**config.mk**
```make
export PLATFORM = sky130hd
export DESIGN_NAME = i2c_pkt_decoder
export DESIGN_NICKNAME = d
export VERILOG_FILES = /design/src/rtl/i2c_pkt_pkg.sv /design/src/rtl/i2c_pkt_datapath.sv /design/src/rtl/i2c_pkt_ctrl.sv /design/src/rtl/i2c_pkt_decoder.sv
export SDC_FILE = /design/constraint.sdc
export NUM_CORES = 1
export LEC_CHECK = 0
export ABC_AREA = 1
export CORE_ASPECT_RATIO = 1.4
export CORE_MARGIN = 2
export CORE_UTILIZATION = 30
export DETAILED_ROUTE_END_ITERATION = 16
export PLACE_DENSITY_LB_ADDON = 0.05
export SETUP_SLACK_MARGIN = 0.1
export SLEW_MARGIN = 40
export SYNTH_ARGS = -nofsm -noshare
export SYNTH_HDL_FRONTEND = slang
export SYNTH_SLANG_ARGS = --single-unit
export TNS_END_PERCENT = 5
```
**constraint.sdc**
```tcl
create_clock -name clk -period 1.5 [get_ports clk]
set_input_delay 0.225 -clock clk [delete_from_list [all_inputs] [get_ports clk]]
set_output_delay 0.225 -clock clk [all_outputs]
set_load 0.01 [all_outputs]
```
**src/rtl/i2c_pkt_pkg.sv**
```systemverilog
package i2c_pkt_pkg;
  localparam int WORD_W  = 32;
  localparam int BYTE_W  = 8;
  localparam int CNT_W   = 12;
  localparam int LEN_W   = CNT_W + 1;
  localparam int LANES   = WORD_W / BYTE_W;
  localparam int LANE_W  = $clog2(LANES);
  localparam int ADDR_W  = 10;
  localparam logic [3:0] PROTO_I2C = 4'd1;

  typedef enum logic [1:0] {
    END_STOP    = 2'd0,
    END_RESTART = 2'd1,
    END_CONT    = 2'd2
  } endKind_t;

  typedef struct packed {
    logic capHdr0;
    logic capCount;
    logic capCtrl;
    logic loadPayload;
    logic byteTaken;
  } strobes_t;

  typedef struct packed {
    logic [1:0]        hdrSize;
    logic [7:0]        pktId;
    logic [3:0]        ctlId;
    logic [LEN_W-1:0]  count;
    logic [ADDR_W-1:0] addr;
    logic              tenBit;
    logic              isRead;
    logic              highSpeed;
    logic              nackGo;
    logic              startByte;
    logic              irqEn;
    endKind_t          endKind;
  } desc_t;
endpackage

```
**src/rtl/i2c_pkt_datapath.sv**
```systemverilog
module i2c_pkt_datapath
  import i2c_pkt_pkg::*;
(
  input  logic              clk,
  input  logic              rstN,
  input  strobes_t          strb,
  input  logic [WORD_W-1:0] wordData,
  output desc_t             desc,
  output logic              protoOk,
  output logic              wantRead,
  output logic              lastByte,
  output logic              laneLast,
  output logic [BYTE_W-1:0] byteData
);
  logic [LEN_W-1:0]  remaining;
  logic [WORD_W-1:0] shifter;
  logic [LANE_W-1:0] lane;
  logic              unusedBits;

  assign protoOk  = (wordData[7:4] == PROTO_I2C);
  assign wantRead = wordData[19];
  assign lastByte = (remaining == LEN_W'(1));
  assign laneLast = (lane == LANE_W'(LANES - 1));
  assign byteData = desc.isRead ? '0 : shifter[BYTE_W-1:0];
  assign unusedBits = ^{wordData[31:30], wordData[27:24], wordData[3:0], wordData[14:11]};

  always_ff @(posedge clk) begin
    if (!rstN) begin
      desc      <= '0;
      remaining <= '0;
      shifter   <= '0;
      lane      <= '0;
    end else begin
      if (strb.capHdr0) begin
        desc.hdrSize <= wordData[29:28];
        desc.pktId   <= wordData[23:16];
        desc.ctlId   <= wordData[15:12];
      end
      if (strb.capCount) begin
        desc.count <= LEN_W'(wordData[CNT_W-1:0]) + LEN_W'(1);
        remaining  <= LEN_W'(wordData[CNT_W-1:0]) + LEN_W'(1);
      end
      if (strb.capCtrl) begin
        desc.highSpeed <= wordData[22];
        desc.nackGo    <= wordData[21];
        desc.startByte <= wordData[20];
        desc.isRead    <= wordData[19];
        desc.tenBit    <= wordData[18];
        desc.irqEn     <= wordData[17];
        desc.addr      <= wordData[18] ? wordData[ADDR_W-1:0] : {3'b000, wordData[7:1]};
        if (wordData[16])      desc.endKind <= END_RESTART;
        else if (wordData[15]) desc.endKind <= END_CONT;
        else                   desc.endKind <= END_STOP;
      end
      if (strb.loadPayload) begin
        shifter <= wordData;
        lane    <= '0;
      end else if (strb.byteTaken) begin
        shifter <= shifter >> BYTE_W;
        lane    <= lane + LANE_W'(1);
      end
      if (strb.byteTaken) remaining <= remaining - LEN_W'(1);
    end
  end
endmodule

```
**src/rtl/i2c_pkt_ctrl.sv**
```systemverilog
module i2c_pkt_ctrl
  import i2c_pkt_pkg::*;
(
  input  logic     clk,
  input  logic     rstN,
  input  logic     wordValid,
  input  logic     byteReady,
  input  logic     protoOk,
  input  logic     wantRead,
  input  logic     lastByte,
  input  logic     laneLast,
  output strobes_t strb,
  output logic     wordReady,
  output logic     byteValid,
  output logic     busy,
  output logic     xferStart,
  output logic     done,
  output logic     protoErr
);
  typedef enum logic [2:0] {
    ST_HDR0, ST_HDR1, ST_HDR2, ST_SKIP1, ST_SKIP2, ST_FETCH, ST_SEND, ST_RDSLOT
  } state_t;

  state_t state, nextState;
  logic   wordTake, slotTake;

  assign wordReady = (state == ST_HDR0) || (state == ST_HDR1) || (state == ST_HDR2) ||
                     (state == ST_SKIP1) || (state == ST_SKIP2) || (state == ST_FETCH);
  assign byteValid = (state == ST_SEND) || (state == ST_RDSLOT);
  assign busy      = (state == ST_FETCH) || (state == ST_SEND) || (state == ST_RDSLOT);
  assign wordTake  = wordValid && wordReady;
  assign slotTake  = byteValid && byteReady;

  always_comb begin
    strb             = '0;
    strb.capHdr0     = wordTake && (state == ST_HDR0) && protoOk;
    strb.capCount    = wordTake && (state == ST_HDR1);
    strb.capCtrl     = wordTake && (state == ST_HDR2);
    strb.loadPayload = wordTake && (state == ST_FETCH);
    strb.byteTaken   = slotTake;
    nextState = state;
    case (state)
      ST_HDR0:  if (wordTake) nextState = protoOk ? ST_HDR1 : ST_SKIP1;
      ST_HDR1:  if (wordTake) nextState = ST_HDR2;
      ST_HDR2:  if (wordTake) nextState = wantRead ? ST_RDSLOT : ST_FETCH;
      ST_SKIP1: if (wordTake) nextState = ST_SKIP2;
      ST_SKIP2: if (wordTake) nextState = ST_HDR0;
      ST_FETCH: if (wordTake) nextState = ST_SEND;
      ST_SEND:
        if (slotTake) begin
          if (lastByte)      nextState = ST_HDR0;
          else if (laneLast) nextState = ST_FETCH;
        end
      ST_RDSLOT: if (slotTake && lastByte) nextState = ST_HDR0;
      default:   nextState = ST_HDR0;
    endcase
  end

  always_ff @(posedge clk) begin
    if (!rstN) begin
      state     <= ST_HDR0;
      xferStart <= 1'b0;
      done      <= 1'b0;
      protoErr  <= 1'b0;
    end else begin
      state     <= nextState;
      xferStart <= strb.capCtrl;
      done      <= slotTake && lastByte;
      protoErr  <= wordTake && (state == ST_HDR0) && !protoOk;
    end
  end
endmodule

```
**src/rtl/i2c_pkt_decoder.sv**
```systemverilog
module i2c_pkt_decoder
  import i2c_pkt_pkg::*;
(
  input  logic        clk,
  input  logic        rstN,
  input  logic        wordValid,
  input  logic [31:0] wordData,
  output logic        wordReady,
  output logic        xferStart,
  output logic        busy,
  output logic [1:0]  descHdrSize,
  output logic [7:0]  descPktId,
  output logic [3:0]  descCtlId,
  output logic [12:0] descCount,
  output logic [9:0]  descAddr,
  output logic        descTenBit,
  output logic        descRead,
  output logic        descHighSpeed,
  output logic        descNackGo,
  output logic        descStartByte,
  output logic        descIrqEn,
  output logic [1:0]  descEnd,
  output logic        byteValid,
  output logic [7:0]  byteData,
  input  logic        byteReady,
  output logic        done,
  output logic [1:0]  doneEnd,
  output logic        protoErr
);
  strobes_t strb;
  desc_t    desc;
  logic     protoOk, wantRead, lastByte, laneLast;

  i2c_pkt_ctrl u_ctrl (
    .clk(clk), .rstN(rstN), .wordValid(wordValid), .byteReady(byteReady),
    .protoOk(protoOk), .wantRead(wantRead), .lastByte(lastByte), .laneLast(laneLast),
    .strb(strb), .wordReady(wordReady), .byteValid(byteValid), .busy(busy),
    .xferStart(xferStart), .done(done), .protoErr(protoErr)
  );

  i2c_pkt_datapath u_dp (
    .clk(clk), .rstN(rstN), .strb(strb), .wordData(wordData), .desc(desc),
    .protoOk(protoOk), .wantRead(wantRead), .lastByte(lastByte),
    .laneLast(laneLast), .byteData(byteData)
  );

  assign descHdrSize   = desc.hdrSize;
  assign descPktId     = desc.pktId;
  assign descCtlId     = desc.ctlId;
  assign descCount     = desc.count;
  assign descAddr      = desc.addr;
  assign descTenBit    = desc.tenBit;
  assign descRead      = desc.isRead;
  assign descHighSpeed = desc.highSpeed;
  assign descNackGo    = desc.nackGo;
  assign descStartByte = desc.startByte;
  assign descIrqEn     = desc.irqEn;
  assign descEnd       = desc.endKind;
  assign doneEnd       = desc.endKind;
endmodule

```
# Yosys cells after proc, flatten, opt, wreduce, memory -nomap -nowiden
# Cells that the tools add are included.
[word_totals]
ff_bits = 98
input_bits = 36
wordCells = 86
[classes]
n_addsub = 3
n_eq_ne = 19
muxes = 21
bitwise_logic = 1
reduce_logical = 23
[op_table]
columns = ["operator", "n"]
rows = [
  ["$mux 32", 2],
  ["$mux 3", 10],
  ["$mux 13", 2],
  ["$pmux 3 s8", 1],
  ["$ne 2x1->1 const B", 7],
  ["$add 12x1->13 const B", 1],
  ["$eq 13x1->1 const B", 1],
  ["$sub 13x1->13 const B", 1],
  ["$eq 3x3->1 const B", 4],
  ["$mux 10", 1],
  ["$logic_and 1x1->1", 9],
  ["$reduce_and 9->1", 1],
  ["$logic_or 1x1->1", 8],
  ["$mux 2", 4],
  ["$mux 8", 1],
  ["$eq 3x2->1 const B", 2],
  ["$eq 4x1->1 const B", 1],
  ["$reduce_bool 2->1", 2],
  ["$eq 3x1->1 const B", 1],
  ["$logic_not 3->1", 1],
  ["$ne 3x2->1 const B", 1],
  ["$add 2x1->2 const B", 1],
  ["$eq 2x2->1 const B", 1],
  ["$ne 2x2->1 const B", 1],
  ["other kinds (3)", 3],
]

# Logic depth before layout (Yosys ltp)
# Gate-level depths: netlist of the first run.
[logic_depth]
depth_word = 10
depth_mapped = 10
mapped_depth_nobuf = 10

# Modules after synthesis
# A second synthesis of the first run with hierarchy kept.
[hier_totals]
cells_unflattened = 631
area_unflattened_um2 = 4556.9
[modules_own_cells]
columns = ["mod", "instances", "cells_each", "area_per_inst_um2", "seq_area_each_um2"]
rows = [
  ["i2c_pkt_datapath", 1, 568, 4146.5, 1841.8],
  ["i2c_pkt_ctrl", 1, 61, 395.4, 120.1],
  ["i2c_pkt_decoder", 1, 2, 15.0, 0.0],
]

# Worst setup path after synthesis of the first run
# Ideal clock, no wire load.
[synth_timing]
path_type = "reg2reg"
start = "register u_ctrl.state[2]"
end = "register, netlist name u_dp.desc[31]"
setup_ns = 0.116
arrival_time_ns = 1.222
required_ns = 1.384
setup_slack_ns = 0.162
stages_incl_launch_ff = 8
period_less_slack_ns = 1.338
path_cell_list = "dfxtp_1 > nor2_2 > nand2_1 > nor3_4 > inv_1 > buf_2 > nor2_1 > nor2_1"
[synth_between]
elab_chain_cells = 9
word_cells_on_any_way = 14
cone_classes = "eq/ne (5); reduce/logical (9)"
[synth_rtl]
columns = ["element", "line", "source"]
rows = [
  ["start, declared", "i2c_pkt_ctrl.sv:24", "state_t state, nextState;"],
  ["start signal, assigned", "i2c_pkt_ctrl.sv:66", "state <= nextState;"],
  ["$eq 3x1->1 / $logic_not 3->1 (equally long branches)", "i2c_pkt_ctrl.sv:27, i2c_pkt_ctrl.sv:36", ""],
  ["$logic_or 1x1->1 (3 in a row)", "i2c_pkt_ctrl.sv:27", "assign wordReady = (state == ST_HDR0) || (state == ST_HDR1) || (state == ST_HDR2) ||"],
  ["$logic_or 1x1->1 (2 in a row)", "i2c_pkt_ctrl.sv:28", "(state == ST_SKIP1) || (state == ST_SKIP2) || (state == ST_FETCH);"],
  ["$logic_and 1x1->1", "i2c_pkt_ctrl.sv:31", "assign wordTake = wordValid && wordReady;"],
  ["$logic_and 1x1->1 * (2 in a row)", "i2c_pkt_ctrl.sv:36", "strb.capHdr0 = wordTake && (state == ST_HDR0) && protoOk;"],
]
# Every way passes the cells marked *; elsewhere a longest branch is shown, timed or not.
# A chain may end at the register's enable or synchronous reset.

# Worst setup path after layout of the first run
[layout_timing]
start = "register u_dp.remaining[6]"
end = "register u_ctrl.state[2]"
[layout_between]
elab_chain_cells = 4
word_cells_on_any_way = 8
cone_classes = "eq/ne (3); mux (3); reduce/logical (2)"
[layout_rtl]
columns = ["element", "line", "source"]
rows = [
  ["start, declared", "i2c_pkt_datapath.sv:15", "logic [LEN_W-1:0] remaining;"],
  ["start signal, assigned", "i2c_pkt_datapath.sv:41", "remaining <= LEN_W'(wordData[CNT_W-1:0]) + LEN_W'(1);"],
  ["start signal, assigned", "i2c_pkt_datapath.sv:62", "if (strb.byteTaken) remaining <= remaining - LEN_W'(1);"],
  ["$eq 13x1->1 *", "i2c_pkt_datapath.sv:22", "assign lastByte = (remaining == LEN_W'(1));"],
  ["$mux 3 / $logic_and 1x1->1 (equally long branches)", "i2c_pkt_ctrl.sv:51, i2c_pkt_ctrl.sv:54", ""],
  ["$mux 3 / $ne 2x2->1 (equally long branches)", "--", ""],
  ["$pmux 3 s8 / $reduce_and 9->1 (equally long branches)", "--", ""],
]
# Every way passes the cells marked *; elsewhere a longest branch is shown, timed or not. The select of a mux whose other input is x is not followed.

==> results.sh, run 1 <==
export IMPL_status="complete, no violations"
export IMPL_skew_ns=0.00698
export IMPL_cap_violations=0
export IMPL_synthCells=640
export IMPL_syn_cell_area_um2=4490
export IMPL_core_um2=14600
export IMPL_root_buffer="clkbuf_16"
export IMPL_leakage_nw=2.99
export IMPL_clock_latency_ns=0.35
export IMPL_dp_hpwl_um=11400
export IMPL_max_freq_mhz=717
export IMPL_synth_area_leaders="dfxtp_1 44%, nand2_1 15%, nor2_1 7.4%"
export IMPL_arrival_ns=1.68
export IMPL_ant_nets=0
export IMPL_grt_usage=0.193
export IMPL_viasPerCell=4.72
export IMPL_setup_tns_ns=0
export IMPL_period_needed_ns=1.39
export IMPL_htree_levels=3
export IMPL_path_delay_family="simple AND/OR/NAND/NOR gates"
export IMPL_peakVddDrop_uv=515
export IMPL_first_pass_iters=5
export IMPL_crit_type="reg -> reg"
export IMPL_synth_top_area_cell="dfxtp_1"
export IMPL_die_w_um=107
export IMPL_cp_startpoint="u_dp.remaining[6]$_SDFFE_PN0P_"
export IMPL_yosys_top_cells_count="184 x nand2_1, 98 x dfxtp_1, 89 x nor2_1, 50 x inv_1, 43 x o21ai_0"
export IMPL_port_buffers=96
export IMPL_period_share=0.930
export IMPL_regToRegSetupSlack_ns=0.11
export IMPL_placedInstanceArea_um2=6110
export IMPL_holdBufCountCts=0
export IMPL_hp_class="in -> reg"
export IMPL_slowest_stage="dfxtp_1"
export IMPL_postSynthAreaPerCell_um2=7.02
export IMPL_nets=827
export IMPL_hold_viol=0
export IMPL_fin_hold_ws_ns=0.357
export IMPL_power_density_nw_per_um2=987
export IMPL_critPathLaunchType="flip-flop"
export IMPL_endpoint="u_ctrl.state[2]$_SDFFE_PN0P_"
export IMPL_end_kind="flip-flop"
export IMPL_boundaryPins=97
export IMPL_globalplace_congestion=0.890
export IMPL_syn_to_final_growth_pct=47.9
export IMPL_fin_area_um2=6640
export IMPL_drt_iter0_markers=182
export IMPL_total_power_mw=6.55
export IMPL_dp_slack_ns=-0.358
export IMPL_clockBufferDepth=2
export IMPL_r2r_cells=9
export IMPL_routedWlPerCell_um=15.4
export IMPL_drc=0
export IMPL_grt_max_degree=39
export IMPL_setup_viol=0
export IMPL_cts_sinks=98
export IMPL_grt_first_pass_wirelength_um=23600
export IMPL_wirelength_um=15100
export IMPL_overflow=0
export IMPL_r2r_start="u_dp.remaining[6]$_SDFFE_PN0P_"
export IMPL_die_h_um=149
export IMPL_synth_top_area_frac=0.437
export IMPL_crit_chain="nor2_2 -> nand2_4 -> nor2_2 -> nand3_4 -> nand2_2 -> nand3_4 -> nand2_2 -> nand2_2 -> nor2_2"
export IMPL_critPathMaxFanout=6
export IMPL_rsz0062_at_grt="true"
export IMPL_path_clk_slew_ns=0.07
export IMPL_rows=52
export IMPL_crit_cells=9
export IMPL_ys_ff_latch=98
export IMPL_synth_edf_count=0
export IMPL_yosysWarningCount=0
export IMPL_start_util=0.308
export IMPL_worstMarginPinSlew_ns=0.290
export IMPL_drive_gt1_frac=0.210
export IMPL_synth_cell_type_count=39
export IMPL_critPathBufInv=0
export IMPL_cts_made_buffers=9
export IMPL_synth_most_common_cell="nand2_1"
export IMPL_r2r_end="u_ctrl.state[2]$_SDFFE_PN0P_"
export IMPL_tritoncts="yes"
export IMPL_antenna_found_initial=1
export IMPL_async_reset_ff_frac=0
export IMPL_antennaDiodeCount=0
export IMPL_slew_viol_final=0
export IMPL_crit_required_ns=1.78
export IMPL_fp_dieArea_um2=16000
export IMPL_vias=4630
export IMPL_yosysSeqAreaShare=0.437
export IMPL_syn_num_nets=680
export IMPL_cpPeakStageDelay_ns=0.35
export IMPL_grt_pass1_vias=4579
export IMPL_timing_slew_headroom=0.806
export IMPL_ys_flop_type="dfxtp_1"
export IMPL_layout_setup_ws_ns=0.105
## cell type report
class | count | area [um2]
clock inverter | 5 | 45.0
clock buffer | 11 | 253
fill | 1581 | 7930
multi-input combinational | 452 | 2330
timing repair buffer | 168 | 1560
timing repair inverter | 1 | 7.51
inverter | 57 | 225
tap | 189 | 236
sequential | 98 | 1980
## worst register-to-register path, cell delays in order, from the launching register on
cell	delay (ns)
dfxtp_1	0.35
nor2_2	0.16
nand2_4	0.11
nor2_2	0.16
nand3_4	0.11
nand2_2	0.10
nand3_4	0.10
nand2_2	0.09
nand2_2	0.05
nor2_2	0.10
## layer usage
layer	part of all wire	track usage	wire length (um)	up-vias
met1	0.40	0.212	6040	2158
met2	0.54	0.362	8100	93
met4	0.023	0.0667	344	2
met3	0.038	0.0406	576	23
met5	0.00086	0	13	-
li1	-	-	-	2354
## worst min-delay path by stage
stage	from	to	slack, ns	cells past startpoint
after floorplan	wordData[19]	u_dp.desc[6]$_SDFFE_PN0P_	0.33	2
after CTS	wordData[24]	u_dp.shifter[24]$_SDFFE_PN0P_	0.42	3
after global routing	wordValid	u_ctrl.protoErr$_SDFF_PN0_	0.36	3
after global placement	u_dp.shifter[31]$_SDFFE_PN0P_	u_dp.shifter[31]$_SDFFE_PN0P_	0.45	2
after detailed placement	u_dp.shifter[31]$_SDFFE_PN0P_	u_dp.shifter[31]$_SDFFE_PN0P_	0.45	2
final	wordValid	u_ctrl.protoErr$_SDFF_PN0_	0.36	3
## cells in the final DEF (no fill, tap or decap), types with 5 or more instances in the layout
| master | Yosys | final |
|---|---|---|
| dfxtp_1 | 98 | 90 |
| dlygate4sd2_1 | 0 | 54 |
| inv_1 | 50 | 45 |
| a21oi_1 | 33 | 32 |
| buf_6 | 2 | 8 |
| nor2_1 | 89 | 72 |
| nand3_1 | 32 | 26 |
| nand2_2 | 1 | 10 |
| dfxtp_2 | 0 | 5 |
| clkdlybuf4s50_1 | 0 | 27 |
| xor2_1 | 5 | 5 |
| dlymetal6s2s_1 | 0 | 5 |
| clkdlybuf4s15_2 | 0 | 5 |
| a31oi_1 | 27 | 27 |
| inv_2 | 5 | 7 |
| buf_12 | 0 | 8 |
| nor2_4 | 3 | 10 |
| nor2_2 | 1 | 11 |
| clkbuf_16 | 0 | 9 |
| o21ai_0 | 43 | 40 |
| nand4_1 | 7 | 7 |
| buf_4 | 3 | 56 |
| nand2_1 | 184 | 174 |
## state kept, by name, summed over array words and instances (netlist names)
signal            cells
u_ctrl.done           1
u_ctrl.protoErr       1
u_ctrl.state          3
u_ctrl.xferStart      1
u_dp.desc            45
u_dp.lane             2
u_dp.remaining       13
u_dp.shifter         32
## kinds of logic (layout without fill, tap and decap cells)
logic type                 count (synthesis)  count (layout)  synth area share
AOI/OAI and AO/OA                        112             112             0.138
and+or+nand+nor                          327             327             0.308
muxes                                      2               2           0.00446
buffers and inverters                     90             242            0.0877
DFF                                       98              98             0.437
adders and majority gates                  4               4            0.0111
xor gates and xnor gates                   7               7            0.0136
## power by group
group	switching (mW)	internal, mW	total [mW]
sequential	0.100	2.73	2.83
combinational	0.770	0.630	1.40
clock	1.08	1.24	2.33
## stage by stage
step	cells	utilization
CTS	974	0.438
finish	981	0.456
global route	981	0.456
detailed placement	958	0.419
global placement	958	0.419
floorplan	640	-
## repair_timing
item | CTS | global route
hold endpoints to repair | 0 | 0
pin swaps | 12 | 24
setup endpoints to repair | 148 | 80
buffers inserted | 0 | 6
gates cloned | 0 | 1
gates resized for setup | 110 | 62
(Power assumes the default switching activity.)
==> run 2, diff against run 1 <==
Clock period 1.5 ns to 1.58 ns, I/O delays scaled along.
==> run 2 against run 1 <==
Against the previous run: sequential power fell by 5%; largest cell class unchanged; first-iteration DRC count is 1.1% lower; hold slack improved by 0.030 ns; register-to-register slack better by 0.05 ns; design area down 1.8%; routed wire length shrank 0.66%; via count down 1.7%; utilization shrank 0.80 points; clock-buffer cell count is 1 lower; cell count is 1.3% lower; largest power group unchanged.
==> results.sh, run 2 (synthesis results as in run 1) <==
export IMPL_period_share=0.929
export IMPL_drc=0
export IMPL_routedWlPerCell_um=15.5
export IMPL_crit_type="reg -> out"
export IMPL_reg_largest_list="u_dp.desc x45, u_dp.shifter x32, u_dp.remaining x13"
export IMPL_arrival_ns=1.23
export IMPL_total_power_mw=6.17
export IMPL_cts_made_buffers=9
export IMPL_port_buffers=96
export IMPL_tritoncts="yes"
export IMPL_cap_violations=0
export IMPL_max_freq_mhz=682
export IMPL_ant_nets=0
export IMPL_setup_viol=0
export IMPL_die_h_um=149
export IMPL_grt_first_pass_wirelength_um=23400
export IMPL_holdBufCountCts=0
export IMPL_overflow=0
export IMPL_wirelength_um=15000
export IMPL_clockBufferDepth=2
export IMPL_layout_common_cells="176 x nand2_1, 92 x dfxtp_1, 77 x nor2_1"
export IMPL_drive_gt1_frac=0.172
export IMPL_whs_path_depth=4
export IMPL_nets=815
export IMPL_period_needed_ns=1.47
export IMPL_core_um2=14600
export IMPL_status="complete, no violations"
export IMPL_rows=52
export IMPL_dp_hpwl_um=11200
export IMPL_fp_dieArea_um2=16000
export IMPL_peakVddDrop_uv=539
export IMPL_grt_pass1_vias=4470
export IMPL_first_pass_iters=5
export IMPL_die_w_um=107
export IMPL_skew_ns=0.00832
export IMPL_critPathBufInv=1
export IMPL_path_delay_family="buffers and inverters"
export IMPL_boundaryPins=97
export IMPL_final_common_cell="nand2_1"
export IMPL_start_util=0.308
export IMPL_critPathMaxFanout=2
export IMPL_cpPeakStageDelay_ns=0.54
export IMPL_rsz0062_at_grt="true"
export IMPL_antennaDiodeCount=0
export IMPL_crit_required_ns=1.34
export IMPL_path_clk_slew_ns=0.06
export IMPL_largest_reg_flops=45
export IMPL_power_density_nw_per_um2=946
export IMPL_leakage_nw=2.84
export IMPL_root_buffer="clkbuf_16"
export IMPL_hold_start="wordData[7]"
export IMPL_timing_slew_headroom=0.803
export IMPL_grt_max_degree=43
export IMPL_htree_levels=3
export IMPL_grt_usage=0.191
export IMPL_worstMarginPinSlew_ns=0.296
export IMPL_viasPerCell=4.70
export IMPL_slowest_stage="clkdlybuf4s50_1"
export IMPL_antenna_found_initial=1
export IMPL_r2r_start="u_ctrl.state[2]$_SDFFE_PN0P_"
export IMPL_end_kind="output pin"
export IMPL_placed_cells_incl_taps=948
export IMPL_hp_class="in -> reg"
export IMPL_max_flop_register="u_dp.desc"
export IMPL_slew_viol_final=0
export IMPL_regToRegSetupSlack_ns=0.16
export IMPL_cts_sinks=98
export IMPL_clock_latency_ns=0.35
export IMPL_drt_iter0_markers=180
export IMPL_r2r_cells=8
export IMPL_crit_chain="clkdlybuf4s50_1"
export IMPL_cp_startpoint="u_dp.desc[39]$_SDFFE_PN0P_"
export IMPL_syn_to_final_growth_pct=45.3
export IMPL_vias=4553
export IMPL_final_cells=968
export IMPL_globalplace_congestion=0.868
export IMPL_r2r_end="u_dp.desc[34]$_SDFFE_PN0P_"
export IMPL_hold_viol=0
export IMPL_critPathLaunchType="flip-flop"
export IMPL_hold_path_endpoint="u_dp.desc[15]$_SDFFE_PN0P_"
run 2: area by class of cell:
type | instances | area (um2)
Timing Repair inverter | 1 | 7.51
Sequential cell | 98 | 1980
Multi-Input combinational cell | 452 | 2280
Fill cell | 1559 | 8050
Tap cell | 189 | 236
Timing Repair Buffer | 156 | 1510
Clock inverter | 5 | 63.8
Inverter | 57 | 223
Clock buffer | 10 | 229
run 2: worst max-delay path by stage:
stage | cells after the start | end | slack (ns)
2_1_floorplan | 7 | u_dp.desc[31]$_SDFFE_PN0P_ | 0.24
3_3_place_gp | 9 | u_dp.desc[28]$_SDFFE_PN0P_ | -0.29
3_5_place_dp | 9 | u_dp.desc[28]$_SDFFE_PN0P_ | -0.32
4_1_cts | 7 | u_dp.desc[33]$_SDFFE_PN0P_ | 0.05
5_1_grt | 8 | u_dp.desc[34]$_SDFFE_PN0P_ | 0.04
6_report | 1 | descPktId[4] | 0.11
run 2: repair_timing:
item | CTS | global route
cloned | 0 | 2
setup endpoints to repair | 85 | 81
buffers inserted | 0 | 3
resized for setup | 56 | 58
pin swaps | 3 | 14
run 2: worst register-to-register path, cell delays in order, from the launching register on:
cell,delay (ns)
dfxtp_4,0.37
buf_6,0.12
nor2_4,0.13
nand2_2,0.08
nor3_4,0.12
buf_6,0.15
clkinvlp_4,0.16
nor2_1,0.13
nor2_1,0.06
run 2: per-stage QoR:
| step | setup WS [ns] | setup TNS (ns) | instance area [um2] | util | hold WS [ns] |
|---|---|---|---|---|---|
| after detailed placement | -0.315 | -14.39 | 6040 | 0.415 | 0.453 |
| after CTS | 0.0464 | 0 | 6310 | 0.433 | 0.428 |
| after floorplan | 0.242 | 0 | 4490 | - | 0.340 |
| after global placement | -0.295 | -12.33 | 6040 | 0.415 | 0.449 |
| after global routing | 0.0389 | 0 | 6530 | 0.448 | 0.403 |
| final | 0.113 | 0 | 6530 | 0.448 | 0.387 |
run 2: report_power, final:
group	internal [mW]	leakage [nW]	switching (mW)
combinational	0.570	1.91	0.697
sequential	2.59	0.797	0.0927
clock	1.23	0.139	0.993
total	4.39	2.84	1.78
run 2: metal layers:
| layer | global-route usage | up-vias | wire length (um) |
|---|---|---|---|
| met5 | 0 | - | 13 |
| met4 | 0.0609 | 2 | 199 |
| met3 | 0.0450 | 13 | 652 |
| met2 | 0.354 | 82 | 8120 |
| met1 | 0.214 | 2124 | 5990 |
| li1 | - | 2332 | - |
